$ cat src/rtl/dll_seq_pkg.sv
package dll_seq_pkg;
  typedef enum logic [1:0] {
    STEP_IDLE = 2'd0,
    STEP_LOAD = 2'd1,
    STEP_HOLD = 2'd2,
    STEP_RUN  = 2'd3
  } step_t;
endpackage

$ cat src/rtl/dll_step_timer.sv
module dll_step_timer #(
  parameter int CNT_W = 5
) (
  input  logic             clk,
  input  logic             rst,
  input  logic             clear,
  input  logic             active,
  input  logic             tick,
  input  logic [CNT_W-1:0] limit,
  output logic             expire
);
  logic [CNT_W-1:0] cnt;

  always_ff @(posedge clk) begin
    if (rst)                 cnt <= '0;
    else if (clear)          cnt <= '0;
    else if (active && tick) cnt <= cnt + 1'b1;
  end

  assign expire = active && tick && (cnt == limit - 1'b1);

  AST_TIMER_BOUND: assert property (@(posedge clk) disable iff (rst)
    (active && !$past(clear) && $past(active)) |-> (cnt < limit));
endmodule

$ cat src/rtl/dll_lane_mask.sv
module dll_lane_mask #(
  parameter int NUM_LANES    = 4,
  parameter int NARROW_LANES = 2
) (
  input  logic                 wide,
  output logic [NUM_LANES-1:0] mask
);
  for (genvar i = 0; i < NUM_LANES; i++) begin : g_mask
    if (i < NARROW_LANES) begin : g_always
      assign mask[i] = 1'b1;
    end else begin : g_wide
      assign mask[i] = wide;
    end
  end
endmodule

$ cat src/rtl/dll_slot.sv
module dll_slot
  import dll_seq_pkg::*;
#(
  parameter int PH_W = 4
) (
  input  logic            clk,
  input  logic            rst,
  input  logic            apply,
  input  step_t           step,
  input  logic            active,
  input  logic [PH_W-1:0] phase_in,
  output logic [PH_W-1:0] phase_q,
  output logic            dis_q,
  output logic            rst_n_q
);
  always_ff @(posedge clk) begin
    if (rst) begin
      phase_q <= '0;
      dis_q   <= 1'b1;
      rst_n_q <= 1'b0;
    end else if (apply) begin
      if (!active) begin
        dis_q   <= 1'b1;
        rst_n_q <= 1'b0;
      end else begin
        case (step)
          STEP_LOAD: begin
            phase_q <= phase_in;
            dis_q   <= 1'b1;
            rst_n_q <= 1'b0;
          end
          STEP_HOLD: begin
            dis_q   <= 1'b0;
            rst_n_q <= 1'b0;
          end
          STEP_RUN: begin
            dis_q   <= 1'b0;
            rst_n_q <= 1'b1;
          end
          default: ;
        endcase
      end
    end
  end

  AST_RELEASE_NEEDS_ENABLE: assert property (@(posedge clk) disable iff (rst)
    $rose(rst_n_q) |-> !dis_q);
  AST_ENABLE_UNDER_RESET: assert property (@(posedge clk) disable iff (rst)
    $fell(dis_q) |-> !rst_n_q);
endmodule

$ cat src/rtl/dll_bringup_ctrl.sv
module dll_bringup_ctrl
  import dll_seq_pkg::*;
#(
  parameter int T_LOAD_US = 2,
  parameter int T_HOLD_US = 22,
  parameter int T_RUN_US  = 22,
  parameter int CNT_W     = 5
) (
  input  logic  clk,
  input  logic  rst,
  input  logic  start,
  input  logic  run_lanes,
  input  logic  wide_bus,
  input  logic  us_tick,
  output logic  apply,
  output step_t step_cmd,
  output logic  lanes_now,
  output logic  wide_now,
  output logic  busy,
  output logic  lanes_q,
  output logic  wide_q,
  output logic  done
);
  step_t            state;
  logic             expire;
  logic [CNT_W-1:0] limit;

  always_comb begin
    case (state)
      STEP_LOAD: limit = CNT_W'(T_LOAD_US);
      STEP_HOLD: limit = CNT_W'(T_HOLD_US);
      default:   limit = CNT_W'(T_RUN_US);
    endcase
  end

  dll_step_timer #(.CNT_W(CNT_W)) u_timer (
    .clk    (clk),
    .rst    (rst),
    .clear  (apply),
    .active (busy),
    .tick   (us_tick),
    .limit  (limit),
    .expire (expire)
  );

  assign busy      = (state != STEP_IDLE);
  assign lanes_now = busy ? lanes_q : run_lanes;
  assign wide_now  = busy ? wide_q  : wide_bus;

  always_comb begin
    apply    = 1'b0;
    step_cmd = STEP_IDLE;
    case (state)
      STEP_IDLE: if (start)  begin apply = 1'b1; step_cmd = STEP_LOAD; end
      STEP_LOAD: if (expire) begin apply = 1'b1; step_cmd = STEP_HOLD; end
      STEP_HOLD: if (expire) begin apply = 1'b1; step_cmd = STEP_RUN;  end
      default: ;
    endcase
  end

  always_ff @(posedge clk) begin
    if (rst) begin
      state   <= STEP_IDLE;
      lanes_q <= 1'b0;
      wide_q  <= 1'b0;
      done    <= 1'b0;
    end else begin
      done <= 1'b0;
      case (state)
        STEP_IDLE: if (start) begin
          state   <= STEP_LOAD;
          lanes_q <= run_lanes;
          wide_q  <= wide_bus;
        end
        STEP_LOAD: if (expire) state <= STEP_HOLD;
        STEP_HOLD: if (expire) state <= STEP_RUN;
        default: if (expire) begin
          state <= STEP_IDLE;
          done  <= 1'b1;
        end
      endcase
    end
  end

  AST_DONE_ONE_CYCLE: assert property (@(posedge clk) disable iff (rst)
    done |=> !done);
  AST_STEP_HOLDS: assert property (@(posedge clk) disable iff (rst)
    (busy && !expire) |=> (state == $past(state)));
  AST_MODE_STABLE: assert property (@(posedge clk) disable iff (rst)
    ($past(busy) && busy) |-> ($stable(lanes_q) && $stable(wide_q)));
endmodule

$ cat src/rtl/dll_bringup_seq.sv
module dll_bringup_seq
  import dll_seq_pkg::*;
#(
  parameter int NUM_LANES    = 4,
  parameter int NARROW_LANES = 2,
  parameter int CFG_W        = 32,
  parameter int MST_PH_W     = 6,
  parameter int MST_PH_LSB   = 16,
  parameter int LANE_PH_W    = 4,
  parameter int T_LOAD_US    = 2,
  parameter int T_HOLD_US    = 22,
  parameter int T_RUN_US     = 22
) (
  input  logic                            clk,
  input  logic                            rst,
  input  logic                            start,
  input  logic                            run_lanes,
  input  logic [CFG_W-1:0]                phase_cfg,
  input  logic                            wide_bus,
  input  logic                            us_tick,
  output logic [MST_PH_W-1:0]             mst_phase,
  output logic                            mst_disable,
  output logic                            mst_rst_n,
  output logic [NUM_LANES*LANE_PH_W-1:0]  lane_phase,
  output logic [NUM_LANES-1:0]            lane_disable,
  output logic [NUM_LANES-1:0]            lane_rst_n,
  output logic                            done
);
  localparam int T_MAX01 = (T_LOAD_US > T_HOLD_US) ? T_LOAD_US : T_HOLD_US;
  localparam int T_MAX   = (T_MAX01 > T_RUN_US) ? T_MAX01 : T_RUN_US;
  localparam int CNT_W   = $clog2(T_MAX + 1);

  logic                 apply, lanes_now, wide_now, busy, lanes_q, wide_q;
  step_t                step_cmd;
  logic [NUM_LANES-1:0] lane_act;
  logic                 unused_cfg;

  assign unused_cfg = ^phase_cfg;

  dll_bringup_ctrl #(
    .T_LOAD_US (T_LOAD_US),
    .T_HOLD_US (T_HOLD_US),
    .T_RUN_US  (T_RUN_US),
    .CNT_W     (CNT_W)
  ) u_ctrl (
    .clk       (clk),
    .rst       (rst),
    .start     (start),
    .run_lanes (run_lanes),
    .wide_bus  (wide_bus),
    .us_tick   (us_tick),
    .apply     (apply),
    .step_cmd  (step_cmd),
    .lanes_now (lanes_now),
    .wide_now  (wide_now),
    .busy      (busy),
    .lanes_q   (lanes_q),
    .wide_q    (wide_q),
    .done      (done)
  );

  dll_lane_mask #(
    .NUM_LANES    (NUM_LANES),
    .NARROW_LANES (NARROW_LANES)
  ) u_mask (
    .wide (wide_now),
    .mask (lane_act)
  );

  dll_slot #(.PH_W(MST_PH_W)) u_master (
    .clk      (clk),
    .rst      (rst),
    .apply    (apply && !lanes_now),
    .step     (step_cmd),
    .active   (1'b1),
    .phase_in (phase_cfg[MST_PH_LSB +: MST_PH_W]),
    .phase_q  (mst_phase),
    .dis_q    (mst_disable),
    .rst_n_q  (mst_rst_n)
  );

  for (genvar i = 0; i < NUM_LANES; i++) begin : g_lane
    dll_slot #(.PH_W(LANE_PH_W)) u_lane (
      .clk      (clk),
      .rst      (rst),
      .apply    (apply && lanes_now),
      .step     (step_cmd),
      .active   (lane_act[i]),
      .phase_in (phase_cfg[i*LANE_PH_W +: LANE_PH_W]),
      .phase_q  (lane_phase[i*LANE_PH_W +: LANE_PH_W]),
      .dis_q    (lane_disable[i]),
      .rst_n_q  (lane_rst_n[i])
    );

    if (i >= NARROW_LANES) begin : g_park_chk
      AST_NARROW_PARKED: assert property (@(posedge clk) disable iff (rst)
        (busy && lanes_q && !wide_q) |-> (lane_disable[i] && !lane_rst_n[i]));
    end
  end

  AST_MASTER_QUIET_IN_LANE_RUN: assert property (@(posedge clk) disable iff (rst)
    ($past(busy) && busy && lanes_q) |-> ($stable(mst_disable) && $stable(mst_rst_n) && $stable(mst_phase)));
endmodule

$ cat config.mk
export PLATFORM = sky130hd
export DESIGN_NAME = dll_bringup_seq
export DESIGN_NICKNAME = d
export VERILOG_FILES = /design/src/rtl/dll_seq_pkg.sv /design/src/rtl/dll_step_timer.sv /design/src/rtl/dll_lane_mask.sv /design/src/rtl/dll_slot.sv /design/src/rtl/dll_bringup_ctrl.sv /design/src/rtl/dll_bringup_seq.sv
export SDC_FILE = /design/constraint.sdc
export NUM_CORES = 1
export LEC_CHECK = 0
export BUFFER_PORTS_ARGS = -buffer_cell sky130_fd_sc_hd__buf_2
export CAP_MARGIN = 20
export CORE_ASPECT_RATIO = 0.9
export CORE_MARGIN = 10
export CORE_UTILIZATION = 42
export DETAILED_ROUTE_END_ITERATION = 16
export GPL_ROUTABILITY_DRIVEN = 0
export PLACE_DENSITY = 0.86
export SETUP_SLACK_MARGIN = 0.05
export SYNTH_ARGS = -nofsm -noshare
export SYNTH_HDL_FRONTEND = slang
export SYNTH_SLANG_ARGS = --single-unit
$ cat constraint.sdc
create_clock -name clk -period 2.1 [get_ports clk]
set_clock_uncertainty 0.2 [all_clocks]
set_input_delay 0.21 -clock clk [delete_from_list [all_inputs] [get_ports clk]]
set_output_delay 0.21 -clock clk [all_outputs]
set_load 0.02 [all_outputs]
Yosys cells after proc, flatten, opt, wreduce, memory -nomap -nowiden
Cells that the tools add are included.

operators by class
  add/subtract/negate cells = 2
  eq/ne operators = 11
  mux-type cells = 19
  reduce and logical (&&, ||, !) cells = 26

operator list
  kind                   count
  $reduce_and A2 Y1      9
  $mux W2                6
  $pmux W2 S3            2
  $reduce_bool A2 Y1     4
  $reduce_or A2 Y1       4
  $mux W1                7
  $eq A2 B2 Y1 const B   3
  $ne A3 B3 Y1 const B   2
  $pmux W1 S2            3
  $add A5 B1 Y5 const B  1
  $eq A5 B5 Y1           1
  $mux W5                1
  $sub A5 B1 Y5 const B  1
  $eq A2 B1 Y1 const B   2
  $logic_and A1 B1 Y1    4
  $ne A2 B1 Y1 const B   2
  $reduce_and A4 Y1      1
  $reduce_or A4 Y1       1
  $reduce_and A3 Y1      1
  $logic_not A2 Y1       1
  $ne A2 B2 Y1 const B   1
  $logic_not A1 Y1       1

storage, ports and cells
  register bits = 38
  bits of input ports = 38

Logic depth before layout (Yosys ltp)
Gate-level depths: netlist (run 1).

  depth after elaboration = 11
  depth in mapped cells = 8

Hierarchy
A second synthesis (run 1) with hierarchy kept.

second synthesis, totals
  cell total of the unflattened synthesis = 249
  area, all modules = 2239.6 µm²

by module, submodules not included
  module                            instances  cells an instance  area an instance (µm²)  seq. area each (µm²)
  dll_slot at g_lane[0].u_lane ...  4          29                 281.5                   120.1
  dll_bringup_ctrl                  1          42                 362.8                   100.1
  dll_slot at u_master              1          44                 355.3                   160.2
  dll_step_timer                    1          39                 341.6                   100.1
  dll_lane_mask                     1          5                  33.8                    0.0
  dll_bringup_seq                   1          3                  20.0                    0.0

Worst setup path before layout (run 1)
No wires, ideal clock.

  path type = register -> register
  start point = reg u_ctrl.state[0]
  end point = reg g_lane[2].u_lane.dis_q
  library setup time = 124 ps
  arrival = 1775 ps
  data required time = 1776 ps
  slack = 0 ps
  cell stages (with the launch flop) = 7
  buffers on the path = 0
  path through = dfxtp_1 inv_1 ha_1 and4bb_2 o211ai_2 a211o_1 a2111o_1

on the way
  cells in the longest elaborated chain, start to end = 11

ends and longest elaborated chain
  what                                                 RTL line                                        RTL
  start: declaration                                   dll_bringup_ctrl.sv:24                          step_t state;
  start signal: assignment                             dll_bringup_ctrl.sv:63                          state <= STEP_IDLE;
  start signal: assignment                             dll_bringup_ctrl.sv:71                          state <= STEP_LOAD;
  start signal: assignment                             dll_bringup_ctrl.sv:75                          STEP_LOAD: if (expire) state <= STEP_HOLD;
  $eq A2 B1 Y1                                         dll_bringup_ctrl.sv:29, dll_bringup_ctrl.sv:53
  $mux W5                                              dll_bringup_ctrl.sv:29                          case (state)
  $sub A5 B1 Y5                                        dll_step_timer.sv:20                            assign expire = active && tick && (cnt == limit - 1'b1);
  $eq A5 B5 Y1                                         dll_step_timer.sv:20
  $logic_and A1 B1 Y1                                  dll_step_timer.sv:20
  $mux W2, on equally long branches                    dll_bringup_ctrl.sv:56, dll_bringup_ctrl.sv:55
  $pmux W2 S3                                          dll_bringup_ctrl.sv:53                          case (state)
  $eq A2 B2 Y1                                         dll_slot.sv:26                                  case (step)
  $reduce_or A2 Y1 (no source line)                    n/a
  $pmux W1 S2 / $ne A3 B3 Y1 (equally long branches)   n/a
  $mux W1 / $reduce_and A2 Y1 (equally long branches)  n/a
  end signal: assignment                               dll_slot.sv:23                                  dis_q <= 1'b1;
  end signal: assignment                               dll_slot.sv:29                                  dis_q <= 1'b1;
  end signal: assignment                               dll_slot.sv:33                                  dis_q <= 1'b0;
  end: declaration                                     dll_slot.sv:13                                  output logic dis_q,

Several ways; a longest one is shown, not always the timed one.
A chain may end at the register's enable or synchronous reset.

Worst setup path in the final report (run 1)
Ends and elaborated chain as after synthesis.

==> summary.md, run 1 <==
| Metric | Value |
|---|---|
| Outcome | finished clean |
| Initial Util | 43.1% |
| Layout cell share with drive strength beyond 1 | 37.6% |
| Worst-path maximum fanout | 6 |
| Layout area overhead | 45.2% |
| Root Driver | clkbuf_8 |
| Worst hold margin | 16.9 ps |
| Tot GR Track Use | 14.5% |
| Synth Area per Inst | 9.32 sq um |
| Total gr overflow | 0 |
| Core ar. | 4020 sq um |
| Drt total wl | 4990 microns |
| Number of buffers created by CTS | 5 |
| Startpoint types | flip-flop |
| Mapped cell area | 1730 sq um |
| Net Count, Synth | 230 |
| Setup WS pre-CTS | -31.4 ps |
| FFs w/ async S/R, synth | 0% |
| Met2 wire length | 2270 microns |
| DR WL/cell | 15.3 microns |
| Switching share of power | 34.5% |
| Maximum capacitance violations | 0 |
| Initial antenna violation count | 0 |
| Synth Flop Type | dfxtp_1 |
| WP data arrival | 2000 ps |
| Final hold violation count | 0 |
| Rel. slew slack | 72.5% |
| Lkg Pwr | 1.13 nW |
| Drt first pass iters | 4 |
| Vias per cell | 5.09 |
| Post-route DRC | 0 |
| Reg clk slew, reported paths | 80 ps |
| Ant. Diodes | 0 |
| H-tree depth | 2 |
| Setup TNS | 0 ps |
| Unrepaired setup endpoints after global routing | yes |
| Tightest Hold Check Type | input port to flip-flop |
| Min cycle time layout | 2020 ps |
| Synth Warn # | 0 |
| Die X | 87.7 microns |
| Clock buffer depth | 2 |
| PwrDens | 935 nW/um^2 |
| Filler cells | 327 |
| Kind of critical path | flip-flop to flip-flop |
| Final net count | 322 |
| Detailed placement HPWL | 3250 microns |
| Finish-stage setup viols | 0 |
| Global-route wire length before repair | 8140 microns |
| Worst Max-Slew Pin Slew | 412 ps |
| Commonest non-fill, non-tap cell in the layout | buf_2 |
| Sequential fraction of design power | 36.8% |
| Chip height | 80.9 microns |
| Clk sink count | 38 |
| WL met1 | 2000 microns |
| Worst Path Required | 2080 ps |
| Part of the Yosys area used for sequential elements | 43.9% |
| I/O Pins | 71 |
| Initial DRC Count | 128 |
| Endpoint class of the critical path | flip-flop |
| Worst-skew pair later-pin latency | 300 ps |
| Cell Rows | 22 |
| Clk pwr share | 22.7% |
| Netlist cell types | 45 |
| Antenna viol nets, final | 0 |
| Most frequent cells in the layout | buf_2 (60), dfxtp_1 (36), dlygate4sd3_1 (23) |
| Placed Cells incl. Taps | 291 |
| Pwr Total | 2.35 mW |
| Flops & latches, synth | 38 |
| Period utilization | 96.3% |
| Fin worst setup slack | 77.1 ps |
| Pint | 1.54 mW |
| Max Freq | 494 MHz |
| Vias | 1,666 |
| Port bufs | 60 |
| Psw | 0.812 mW |
| Highest routed layer | met4 |
| Gate Count Post-Synth | 186 |
| DIE AREA | 7100 sq um |
| Vias in the first global route | 1,694 |
| Worst IR Drop VDD | 0.000681 V |
| Max Slew Vio Count | 0 |
| Largest net degree at the start of global routing | 28 |
| Final Instance Count excl. Fillers | 327 |
| Number of enable flip-flop cells after synthesis | 0 |
| CTS tree | built |
| Gate power share | 40.5% |
| DR WL met3 | 622 microns |
[through the flow]
| step | utilization (%) | instance area (sq um) |
|---|---|---|
| finish | 62.6 | 2520 |
| global route | 62.6 | 2520 |
| detailed placement | 52.2 | 2100 |
| floorplan | - | 1730 |
| CTS | 61.6 | 2480 |
| global placement | 52.2 | 2100 |
[sequential cells by signal, indices dropped and copies added (netlist names)]
name / flops
u_ctrl.wide_q: 1
u_ctrl.done: 1
u_ctrl.u_timer.cnt: 5
u_master.rst_n_q: 1
u_master.dis_q: 1
u_ctrl.lanes_q: 1
g_lane.u_lane.phase_q: 16
u_ctrl.state: 2
u_master.phase_q: 6
g_lane.u_lane.dis_q: 2
g_lane.u_lane.rst_n_q: 2
[worst paths after layout]
| check | start | to | slack, ps | cells past startpoint |
|---|---|---|---|---|
| max | u_ctrl.state[0]$_SDFFE_PP0P_ | g_lane[2].u_lane.dis_q$_SDFFE_PP1P_ | 80 | 7 |
| min | run_lanes | u_ctrl.lanes_q$_SDFFE_PP0P_ | 20 | 3 |
| max reg2reg | u_ctrl.state[0]$_SDFFE_PP0P_ | g_lane[2].u_lane.dis_q$_SDFFE_PP1P_ | 80 | 7 |
| min reg2reg | g_lane[1].u_lane.phase_q[0]$_SDFFE_PP0P_ | g_lane[1].u_lane.phase_q[0]$_SDFFE_PP0P_ | 250 | 2 |
[metal layers]
metal	vias to the layer above	GRT usage, %
met3	7	9.20
li1	819	-
met4	0	6.69
met2	63	22.0
met1	777	15.6
met5	-	0
[power groups by stage]
stage | logic (mW) | registers [mW] | clock network, mW
final | 0.954 | 0.865 | 0.534
after global placement | 0.782 | 0.871 | 0
after floorplan | 0.486 | 0.943 | 0
after CTS | 0.913 | 0.863 | 0.551
after detailed placement | 0.801 | 0.875 | 0
after global routing | 1.04 | 0.876 | 0.579
[synthesized netlist by cell type, types with 2 or more instances]
cell	n	area share, %
ha_1	6	4.3
xor2_1	3	1.5
buf_1	2	0.43
mux2i_1	16	9.2
nand4_1	2	0.72
a21oi_1	13	3.8
nand2_1	22	4.8
nor3b_1	2	0.87
inv_1	5	1.1
a211o_1	3	1.5
dfxtp_1	38	44
o21ai_0	3	0.87
buf_4	9	3.9
and4b_1	2	1.2
clkbuf_1	4	0.87
nand3_1	3	0.87
nor2_1	22	4.8
nor2b_1	4	1.4
[area by class of cell]
| class | instances | area [sq um] | area share, % |
|---|---|---|---|
| inverters | 5 | 18.8 | 0.746 |
| clock buffers | 6 | 82.6 | 3.28 |
| clock inverters | 2 | 12.5 | 0.497 |
| well taps | 48 | 60.1 | 2.39 |
| repair buffers | 101 | 678 | 27.0 |
| multi-input cells | 127 | 901 | 35.8 |
| flip-flops and latches | 38 | 763 | 30.3 |
[repair_timing]
item                       in CTS  in global routing
hold endpoints to repair       23                  0
setup endpoints to repair       4                 18
gates resized for setup         8                  3
setup buffers                   3                  2
pin swaps                       3                  5
cloned                          0                  0
hold buffers                   23                  0
[worst max-delay path, cell delays in order, from the launching register on]
cell and delay, ps:
dfxtp_2 340, buf_4 140, ha_4 170, nor3b_4 160
buf_4 140, o211ai_1 250, nor3_1 120, a2111o_1 390
[logic make-up (layout without fill, tap and decap cells)]
logic type	count (synthesis)	in the layout	share of synthesized area (%)
DFF	38	38	43.9
xor gates and xnor gates	4	4	2.02
buffers and inverters	21	114	6.57
muxes	16	16	9.24
adders and majority gates	6	6	4.33
and+or+nand+nor	70	70	21.5
AOI/OAI and AO/OA	31	31	12.4
(Power assumes the default switching activity.)
==> run 2, diff against run 1 <==
==> constraint.sdc (replaced) <==
create_clock -name clk -period 2.1 [get_ports clk]
set_clock_uncertainty 0.2 [all_clocks]
set_input_delay 0.105 -clock clk [delete_from_list [all_inputs] [get_ports clk]]
set_output_delay 0.105 -clock clk [all_outputs]
set_load 0.02 [all_outputs]
==> summary.md, run 2 (synthesis gave the netlist of run 1 again) <==
| Metric | Value |
|---|---|
| WP data arrival | 2020 ps (+20 ps) |
| Initial Util | 43.1% (unchanged) |
| Worst-path maximum fanout | 5 (-1) |
| Number of flip-flops in the largest register | 16 (unchanged) |
| Max Slew Vio Count | 0 (unchanged) |
| Drt total wl | 4960 microns (-0.48%) |
| Chip height | 80.9 microns (unchanged) |
| Ant. Diodes | 0 (unchanged) |
| Vias in the first global route | 1,694 (unchanged) |
| Total gr overflow | 0 (unchanged) |
| Tot GR Track Use | 14.1% (-0.37 points) |
| Hold depth | 4 (+1) |
| Worst Path Required | 2100 ps (+20 ps) |
| Core ar. | 4020 sq um (unchanged) |
| Endpoint class of the critical path | flip-flop |
| Min cycle time layout | 2020 ps (-6.70 ps) |
| Vias | 1,650 (-0.96%) |
| Finish-stage setup viols | 0 (unchanged) |
| Pwr Total | 2.39 mW (+1.5%) |
| Global-route wire length before repair | 8070 microns (-0.93%) |
| R2R Setup Slk | 80 ps (about the same) |
| Clock buffer depth | 2 (unchanged) |
| Period utilization | 96.0% (-0.32 points) |
| Most frequent cells in the layout | buf_2 (60), dfxtp_1 (36), dlygate4sd3_1 (26) |
| Kind of critical path | flip-flop to flip-flop |
| CP top delay family | simple AND/OR/NAND/NOR gates |
| Worst IR Drop VDD | 0.000591 V (-13%) |
| DR WL/cell | 15.0 microns (-1.4%) |
| Startpoint types | flip-flop |
| PwrDens | 934 nW/um^2 (-0.11%) |
| Port bufs | 60 (unchanged) |
| Largest regs | g_lane.u_lane.phase_q: 16 flops, u_master.phase_q: 6 flops, u_ctrl.u_timer.cnt: 5 flops |
| Worst Max-Slew Pin Slew | 449 ps (+37.7 ps) |
| Outcome | finished clean |
| Setup TNS | 0 ps (unchanged) |
| Layout area overhead | 47.5% |
| CTS tree | built |
| Maximum capacitance violations | 0 (unchanged) |
| Crit path cell chain | inv_2, ha_4, and4bb_2, o21ai_2, or4_4, a311oi_2 |
| Slowest CP cell | or4_4 |
| Worst R2R Path Depth | 6 (-1) |
| Critical path's largest stage delay | 530 ps (+140 ps) |
| Number of buffers created by CTS | 5 (unchanged) |
| Largest net degree at the start of global routing | 28 (unchanged) |
| Cell Rows | 22 (unchanged) |
| Largest reg by FF count | g_lane.u_lane.phase_q |
| I/O Pins | 71 (unchanged) |
| Buf/Inv on CP | 1 (-1) |
| H-tree depth | 2 (unchanged) |
| Lkg Pwr | 1.15 nW (+1.2%) |
| Final hold violation count | 0 (unchanged) |
| Antenna viol nets, final | 0 (unchanged) |
| Max Freq | 496 MHz (+0.33%) |
| Final Instance Count excl. Fillers | 330 (+0.92%) |
| Commonest non-fill, non-tap cell in the layout | buf_2 |
| Vias per cell | 5.00 (-1.9%) |
| Rel. slew slack | 70.0% (-2.5 points) |
| Worst-skew pair later-pin latency | 290 ps (about the same) |
| Layout cell share with drive strength beyond 1 | 38.3% (+0.66 points) |
| Crit path depth | 6 (-1) |
| Tightest Hold Check Type | input port to flip-flop |
| Final core utilization | 63.6% (+1.0 points) |
| Placed Cells incl. Taps | 291 (unchanged) |
| Final net count | 325 (+0.93%) |
| Clk sink count | 38 (unchanged) |
| Reg clk slew, reported paths | 80 ps (about the same) |
| Unrepaired setup endpoints after global routing | yes |
| Initial antenna violation count | 0 (unchanged) |
| Root Driver | clkbuf_8 |
| Detailed placement HPWL | 3140 microns (-3.5%) |
| Die X | 87.7 microns (unchanged) |
| DIE AREA | 7100 sq um (unchanged) |
| Drt first pass iters | 4 (unchanged) |
| Post-route DRC | 0 (unchanged) |
| Initial DRC Count | 116 (-9.4%) |
[run 2: worst reg2reg max path: stages (launching register included)]
cell and delay (ps):
dfxtp_2 340, inv_2 60, ha_4 180, and4bb_2 330, o21ai_2 90, or4_4 530, a311oi_2 200
[run 2: timing repair]
item,in CTS,in global routing
pin swaps,4,4
hold endpoints to repair,27,0
resized for setup,8,7
buffers inserted,3,2
hold buffers,26,0
setup endpoints to repair,4,20
[run 2: cell type report]
class                   count  area [sq um]
clock buffers               6          82.6
clock inverters             2          12.5
flip-flops and latches     38           763
inverters                   5          18.8
repair buffers            104           712
well taps                  48          60.1
multi-input cells         127           907
fillers                   317          1460
[run 2: metrics by stage]
step | setup slack [ps] | instance area (sq um) | hold slack, ps
3_5_place_dp | -24.5 | 2100 | 149
3_3_place_gp | 1.07 | 2100 | 136
4_1_cts | 65.3 | 2510 | 95.2
6_report | 83.8 | 2560 | 95.0
5_1_grt | 8.43 | 2560 | 116
2_1_floorplan | 64.7 | 1730 | 41.0
[run 2: power breakdown]
part           switching [mW]  internal (mW)
registers              0.0506          0.812
logic                   0.510          0.488
clock network           0.262          0.264
[run 2: path summary, 6_finish.rpt]
kind	from	endpoint
max	u_ctrl.state[1]$_SDFFE_PP0P_	g_lane[2].u_lane.rst_n_q$_SDFFE_PP0P_
min	start	g_lane[2].u_lane.rst_n_q$_SDFFE_PP0P_
max reg2reg	u_ctrl.state[1]$_SDFFE_PP0P_	g_lane[2].u_lane.rst_n_q$_SDFFE_PP0P_
min reg2reg	g_lane[1].u_lane.phase_q[3]$_SDFFE_PP0P_	g_lane[1].u_lane.phase_q[3]$_SDFFE_PP0P_
[run 2: metal layers]
layer  share of wire [%]  GRT usage, %  vias to the layer above
li1                    -             -                      823
met1                  43          16.6                      761
met2                  45          21.1                       60
met3                  11          8.10                        6
met4                0.97          4.78                        0
met5                   0             0                        -
